## config.mk

```make
export PLATFORM = sky130hd
export DESIGN_NAME = pp_frame_decoder
export DESIGN_NICKNAME = d
export VERILOG_FILES = /design/src/rtl/pp_dec_pkg.sv /design/src/rtl/pp_edge_sync.sv /design/src/rtl/pp_interval_timer.sv /design/src/rtl/pp_frame_collect.sv /design/src/rtl/pp_frame_decoder.sv
export SDC_FILE = /design/constraint.sdc
export NUM_CORES = 1
export LEC_CHECK = 0
export BUFFER_PORTS_ARGS = -buffer_cell sky130_fd_sc_hd__buf_2
export CAP_MARGIN = 20
export CORE_MARGIN = 2
export CORE_UTILIZATION = 40
export CTS_CLUSTER_DIAMETER = 80
export DETAILED_ROUTE_END_ITERATION = 12
export PLACE_DENSITY_LB_ADDON = 0.3
export SLEW_MARGIN = 30
export SYNTH_ARGS = -nofsm -noshare
export SYNTH_HDL_FRONTEND = slang
export SYNTH_SLANG_ARGS = --single-unit
```

## constraint.sdc

```tcl
create_clock -name clk -period 3.4 [get_ports clk]
set_clock_uncertainty 0.1 [all_clocks]
set_input_delay 0.51 -clock clk [delete_from_list [all_inputs] [get_ports clk]]
set_output_delay 0.51 -clock clk [all_outputs]
set_load 0.01 [all_outputs]
```

## src/rtl/pp_dec_pkg.sv

```systemverilog
package pp_dec_pkg;

    // Default timing constants, in ticks
    localparam int ONE_TARGET_D  = 120;
    localparam int ZERO_TARGET_D = 60;
    localparam int TOLERANCE_D   = 20;
    localparam int IDLE_MULT_D   = 20;
    localparam int MIN_BITS_D    = 5;
    localparam int DATA_W_D      = 32;
    localparam int SYNC_STAGES_D = 2;

    typedef enum logic [1:0] {
        SYM_NONE = 2'd0,
        SYM_ZERO = 2'd1,
        SYM_ONE  = 2'd2,
        SYM_BAD  = 2'd3
    } sym_e;

    typedef struct packed {
        sym_e kind;
        logic expired;
    } ival_evt_t;

    // Strict window test: target-tol < value < target+tol
    function automatic logic in_window(input int value, input int target, input int tol);
        return (value > (target - tol)) && (value < (target + tol));
    endfunction

endpackage

```

## src/rtl/pp_edge_sync.sv

```systemverilog
module pp_edge_sync #(
    parameter int SYNC_STAGES = pp_dec_pkg::SYNC_STAGES_D
) (
    input  logic clk,
    input  logic rst,
    input  logic din,
    output logic rise
);
    localparam int SH_W = SYNC_STAGES + 1;

    logic [SH_W-1:0] shreg;

    always_ff @(posedge clk) begin
        if (rst) begin
            shreg <= '0;
        end else begin
            shreg <= {shreg[SH_W-2:0], din};
        end
    end

    // Synchronized level is the last sync stage; the extra stage holds the previous level
    assign rise = shreg[SH_W-2] & ~shreg[SH_W-1];

endmodule

```

## src/rtl/pp_interval_timer.sv

```systemverilog
module pp_interval_timer
    import pp_dec_pkg::*;
#(
    parameter int ONE_TARGET  = ONE_TARGET_D,
    parameter int ZERO_TARGET = ZERO_TARGET_D,
    parameter int TOLERANCE   = TOLERANCE_D,
    parameter int IDLE_MULT   = IDLE_MULT_D,
    parameter int CNT_W       = $clog2(IDLE_MULT_D * ONE_TARGET_D + 2)
) (
    input  logic             clk,
    input  logic             rst,
    input  logic             rise,
    input  logic             tick_en,
    output logic [CNT_W-1:0] ival_cnt,
    output ival_evt_t        evt
);
    localparam int STOP_LIM = IDLE_MULT * ONE_TARGET;
    localparam int EXPIRE   = ONE_TARGET + TOLERANCE;
    localparam logic [CNT_W-1:0] STOP_C   = CNT_W'(STOP_LIM);
    localparam logic [CNT_W-1:0] EXPIRE_C = CNT_W'(EXPIRE);

    logic hit_one;
    logic hit_zero;

    always_comb begin
        hit_one  = in_window(int'(ival_cnt), ONE_TARGET, TOLERANCE);
        hit_zero = in_window(int'(ival_cnt), ZERO_TARGET, TOLERANCE);
        evt.kind = SYM_NONE;
        if (rise) begin
            if (hit_one) begin
                evt.kind = SYM_ONE;
            end else if (hit_zero) begin
                evt.kind = SYM_ZERO;
            end else begin
                evt.kind = SYM_BAD;
            end
        end
        evt.expired = (ival_cnt >= EXPIRE_C);
    end

    always_ff @(posedge clk) begin
        if (rst) begin
            ival_cnt <= '0;
        end else if (rise) begin
            ival_cnt <= CNT_W'(tick_en);
        end else if (tick_en && (ival_cnt <= STOP_C)) begin
            ival_cnt <= ival_cnt + 1'b1;
        end
    end

endmodule

```

## src/rtl/pp_frame_collect.sv

```systemverilog
module pp_frame_collect
    import pp_dec_pkg::*;
#(
    parameter int DATA_W   = DATA_W_D,
    parameter int MIN_BITS = MIN_BITS_D
) (
    input  logic                       clk,
    input  logic                       rst,
    input  ival_evt_t                  evt,
    output logic                       frame_active,
    output logic [$clog2(DATA_W+1)-1:0] buf_count,
    output logic                       frame_valid,
    output logic [DATA_W-1:0]          frame_data,
    output logic [$clog2(DATA_W+1)-1:0] frame_bits
);
    localparam int CW    = $clog2(DATA_W + 1);
    localparam int IDX_W = $clog2(DATA_W);
    localparam logic [CW-1:0] FULL_C = CW'(DATA_W);
    localparam logic [CW-1:0] MIN_C  = CW'(MIN_BITS);

    logic [DATA_W-1:0] buf_data;
    logic              got_bit;
    logic              bit_val;
    logic              close_frame;

    always_comb begin
        got_bit     = (evt.kind == SYM_ONE) || (evt.kind == SYM_ZERO);
        bit_val     = (evt.kind == SYM_ONE);
        close_frame = frame_active && ((evt.kind == SYM_BAD) || evt.expired);
    end

    always_ff @(posedge clk) begin
        if (rst) begin
            buf_data     <= '0;
            buf_count    <= '0;
            frame_active <= 1'b0;
            frame_valid  <= 1'b0;
            frame_data   <= '0;
            frame_bits   <= '0;
        end else begin
            frame_valid <= 1'b0;
            if (got_bit) begin
                frame_active <= 1'b1;
                if (buf_count < FULL_C) begin
                    buf_data[buf_count[IDX_W-1:0]] <= bit_val;
                    buf_count <= buf_count + 1'b1;
                end
            end else if (close_frame) begin
                frame_active <= 1'b0;
                buf_data     <= '0;
                buf_count    <= '0;
                if (buf_count >= MIN_C) begin
                    frame_valid <= 1'b1;
                    frame_data  <= buf_data;
                    frame_bits  <= buf_count;
                end
            end
        end
    end

endmodule

```

## src/rtl/pp_frame_decoder.sv

```systemverilog
module pp_frame_decoder
    import pp_dec_pkg::*;
#(
    parameter int ONE_TARGET  = ONE_TARGET_D,
    parameter int ZERO_TARGET = ZERO_TARGET_D,
    parameter int TOLERANCE   = TOLERANCE_D,
    parameter int IDLE_MULT   = IDLE_MULT_D,
    parameter int MIN_BITS    = MIN_BITS_D,
    parameter int DATA_W      = DATA_W_D,
    parameter int SYNC_STAGES = SYNC_STAGES_D
) (
    input  logic                        clk,
    input  logic                        rst,
    input  logic                        env_level,
    input  logic                        tick_en,
    output logic                        frame_valid,
    output logic [DATA_W-1:0]           frame_data,
    output logic [$clog2(DATA_W+1)-1:0] frame_bits
);
    localparam int TCNT_W = $clog2(IDLE_MULT * ONE_TARGET + 2);
    localparam int BCNT_W = $clog2(DATA_W + 1);

    logic              edge_rise;
    logic [TCNT_W-1:0] ival_cnt;
    ival_evt_t         ival_evt;
    logic              frame_active;
    logic [BCNT_W-1:0] buf_count;

    pp_edge_sync #(
        .SYNC_STAGES(SYNC_STAGES)
    ) u_sync (
        .clk  (clk),
        .rst  (rst),
        .din  (env_level),
        .rise (edge_rise)
    );

    pp_interval_timer #(
        .ONE_TARGET  (ONE_TARGET),
        .ZERO_TARGET (ZERO_TARGET),
        .TOLERANCE   (TOLERANCE),
        .IDLE_MULT   (IDLE_MULT),
        .CNT_W       (TCNT_W)
    ) u_timer (
        .clk      (clk),
        .rst      (rst),
        .rise     (edge_rise),
        .tick_en  (tick_en),
        .ival_cnt (ival_cnt),
        .evt      (ival_evt)
    );

    pp_frame_collect #(
        .DATA_W   (DATA_W),
        .MIN_BITS (MIN_BITS)
    ) u_collect (
        .clk          (clk),
        .rst          (rst),
        .evt          (ival_evt),
        .frame_active (frame_active),
        .buf_count    (buf_count),
        .frame_valid  (frame_valid),
        .frame_data   (frame_data),
        .frame_bits   (frame_bits)
    );

endmodule

```

==> results by group <==
Run status
  • Status: completed

Detailed routing
  • Via density: 5.39
  • Antenna-violating nets left: 0
  • Pre-Repair DR Iteration Count: 5
  • Via count: 3543
  • 1st-iter DRT viols: 139
  • # DRC: 0
  • Wirelength per Cell: 14.2 µm
  • WL final: 9.31 mm

Synth
  • Fraction of registers with async set/reset: 0
  • Gate Count Post-Synth: 495
  • Syn. warnings: 0
  • Compound-Gate Fraction of Synth Area: 0.256
  • Post-synthesis simple-gate area fraction: 0.184
  • Syn Nets: 508
  • Sequential share of the synthesized area: 0.453
  • Adder-cell share of the synthesized area: 0.0274
  • Main combinational cell family by area after synthesis: compound AO/OA/AOI/OAI gates
  • Post-Synth XOR/XNOR Area: 0.0192
  • Top-area cell type share of the netlist area: 0.453
  • Synth top area cells: dfxtp_1 45%, nand2_1 7.4%, a211oi_1 6.2%, a21oi_1 5.0%, a31oi_1 4.9%
  • Synth unique cells: 45
  • Post-Syn Area per Cell: 8.30 µm²
  • Post-synth EDFFs: 0
  • Ys flop type: dfxtp_1
  • Area leader, netlist: dfxtp_1
  • Multiplexer share of the synthesized area: 0.00488
  • Post-Synthesis Cell Area: 4110 µm²
  • #FFs+latches synth: between 90 and 100

Finish
  • # diodes: 0
  • Layout Nets: 533
  • Area Overhead vs Synth: 12.9%
  • Non-Filler Instances: around 660
  • Share of cells above drive strength 1: 0.189

Floorplanning
  • Core ar.: 9860 µm²
  • Die area: 11100 µm²
  • Initial core utilization: 0.416
  • Die width: approximately 110 µm
  • Chip height: 105 µm
  • Rows: 36
  • # IOs: 43

Global route
  • Total gr overflow: 0
  • Number of global-route vias before repair: 3217
  • Pin count of the biggest net entering global routing: 83
  • Global-route wire length before repair: ~16 mm
  • Initial antenna violation count: 0
  • Total GRT Usage: 0.171

STA
  • RSZ-0062 raised after global routing: false
  • Period Utilization, post-route: 0.915
  • Minimum hold slack: 0.258 ns
  • Final setup violation count: 0
  • Final Hold Fails: 0
  • Final slew viol count: 0
  • Max_slew headroom: 0.408
  • Min Tclk post-route: ~3.1 ns
  • Final setup TNS: 0 ns
  • Fmax: 321 MHz
  • Post-route setup slack: 0.288 ns
  • Slew @ Worst Pin: approximately 0.9 ns

Setup path
  • Crit path max-delay family: compound AO/OA/AOI/OAI gates
  • Origin of the worst setup path: u_timer.ival_cnt[3]$_SDFFE_PP0P_
  • Critical R2R Launch: u_timer.ival_cnt[3]$_SDFFE_PP0P_
  • CP Data Required Time: 3.57 ns
  • CP max FO: 13
  • Slowest Stage Delay on Critical Path: 0.49 ns
  • CP max-delay cell: a2111o_1
  • Buf/Inv on CP: 2
  • Crit path kind: flop to flop
  • CP Capture Type: flop
  • Kind of start point of the critical path: flop
  • Crit path DAT: roughly 3.3 ns
  • Crit path cell chain: a2111o_1 > nor2_1 > a21oi_1 > o21ai_0 > inv_1 > ha_1 > nand2b_1 > o21ai_4 > buf_4 > a31oi_1 > a211oi_1

Pwr
  • Leakage: 1.62 nW
  • Overall Power: a little under 2 mW
  • Maximum vdd ir drop: 0.178 mV
  • Pwr Density: around 420 nW/µm²

Clock network
  • Post-CTS Hold Fix Bufs: 0
  • CTS tree: done
  • Setup bufs post-CTS: 0
  • Clk pin slew, worst setup/hold paths: roughly 0.09 ns
  • Clk Latency, worst-skew pair: 0.36 ns
  • Root Driver: clkbuf_8
  • CTS buffer count: 9
  • Clk sink count: 93
  • Clock Path Buffers: 2
  • CTS H-tree depth: 3

Hold path
  • Hold path start: env_level
  • HP Class: input pin to flop

Run
  • Max_cap viols: 0

Placed design
  • Setup WS pre-CTS: 0.225 ns
  • Dpl cells: ~640
  • PortBufs: between 40 and 50
  • Gpl congestion: 0.815
  • Dpl hpwl: 6.03 mm
[stage by stage]
step / area [µm²] / utilization
after floorplan: 4110 / -
after global placement: 4430 / 0.449
after detailed placement: 4430 / 0.449
after CTS: 4620 / 0.468
after global routing: 4640 / 0.470
final: 4640 / 0.470
[cell usage after synthesis (all sizes together), types with 2 or more instances]
| master | n |
|---|---|
| a211oi | 35 |
| a21boi | 2 |
| a21oi | 51 |
| a31oi | 32 |
| a41oi | 2 |
| and3 | 2 |
| and4 | 2 |
| buf | 15 |
| clkbuf | 28 |
| dfxtp | 93 |
| ha | 9 |
| inv | 8 |
| mux2i | 2 |
| nand2 | 91 |
| nand2b | 7 |
| nand3 | 3 |
| nand4 | 6 |
| nor2 | 32 |
| nor2b | 7 |
| nor3 | 5 |
| o21ai | 40 |
| or3 | 3 |
| xnor2 | 8 |
[timing repair]
| action | in CTS | in global routing |
|---|---|---|
| setup endpoints to repair | 0 | 18 |
| hold endpoints to repair | 0 | 0 |
| gates resized for setup | 0 | 3 |
[power by group]
group	internal [mW]	total (mW)	switching (mW)
registers	1.10	1.10	0.00643
logic	0.0366	0.127	0.0900
clock network	0.336	0.724	0.388
[cell families after synthesis]
| kind of cell | count (synthesis) |
|---|---|
| fa+ha+maj | 9 |
| simple gates | 164 |
| flops | 93 |
| xor+xnor | 9 |
| mux | 2 |
| compound gates | 167 |
| buf+inv | 51 |
[state kept, by name (all words and copies together), names as in the netlist]
name / flops
u_collect.buf_data: 32
u_collect.frame_data: 32
u_timer.ival_cnt: 12
u_collect.buf_count: 6
u_collect.frame_bits: 6
u_sync.shreg: 3
u_collect.frame_active: 1
u_collect.frame_valid: 1
[layer usage]
layer  wire [µm]  global-route usage  share of wire  up-vias
met5           0                   0              0        -
met4         165              0.0752          0.018        0
li1            -                   -              -     1802
met3         421              0.0315          0.045       12
met2        4300               0.274           0.46       90
met1        4420               0.226           0.48     1639
[placed cells by master (no fill, tap or decap), drive strengths merged, types with 2 or more instances in the layout]
cell type   n
nor2b       7
or3         3
and3        2
nand2      91
nor3        5
clkbuf      9
xnor2       8
o21ai      41
a31oi      32
inv         8
buf        56
nand2b      7
a21boi      2
a41oi       2
clkinv      4
nand4       6
nand3       3
nor2       32
a211oi     35
mux2i       2
dfxtp      93
a21oi      51
and4        2
ha          9
[final timing paths]
path                                                             to  depth (start not counted)  slack (ns)
worst min-delay path                     u_sync.shreg[0]$_SDFF_PP0_                          2        0.26
worst min register to register           u_sync.shreg[1]$_SDFF_PP0_                          1        0.36
worst max register to register  u_collect.buf_data[22]$_SDFFE_PP0P_                         11        0.29
worst max-delay path            u_collect.buf_data[22]$_SDFFE_PP0P_                         11        0.29
[final cells by class]
type	count	area, µm²
Timing Repair Buffer	56	344
Clock inverter	6	65.1
Clock buffer	9	124
Inverter	8	30.0
Multi-Input combinational cell	352	2050
Sequential cell	93	1860
Fill cell	971	5230
Tap cell	133	166
Note: power is estimated with default switching activity, not from simulation.
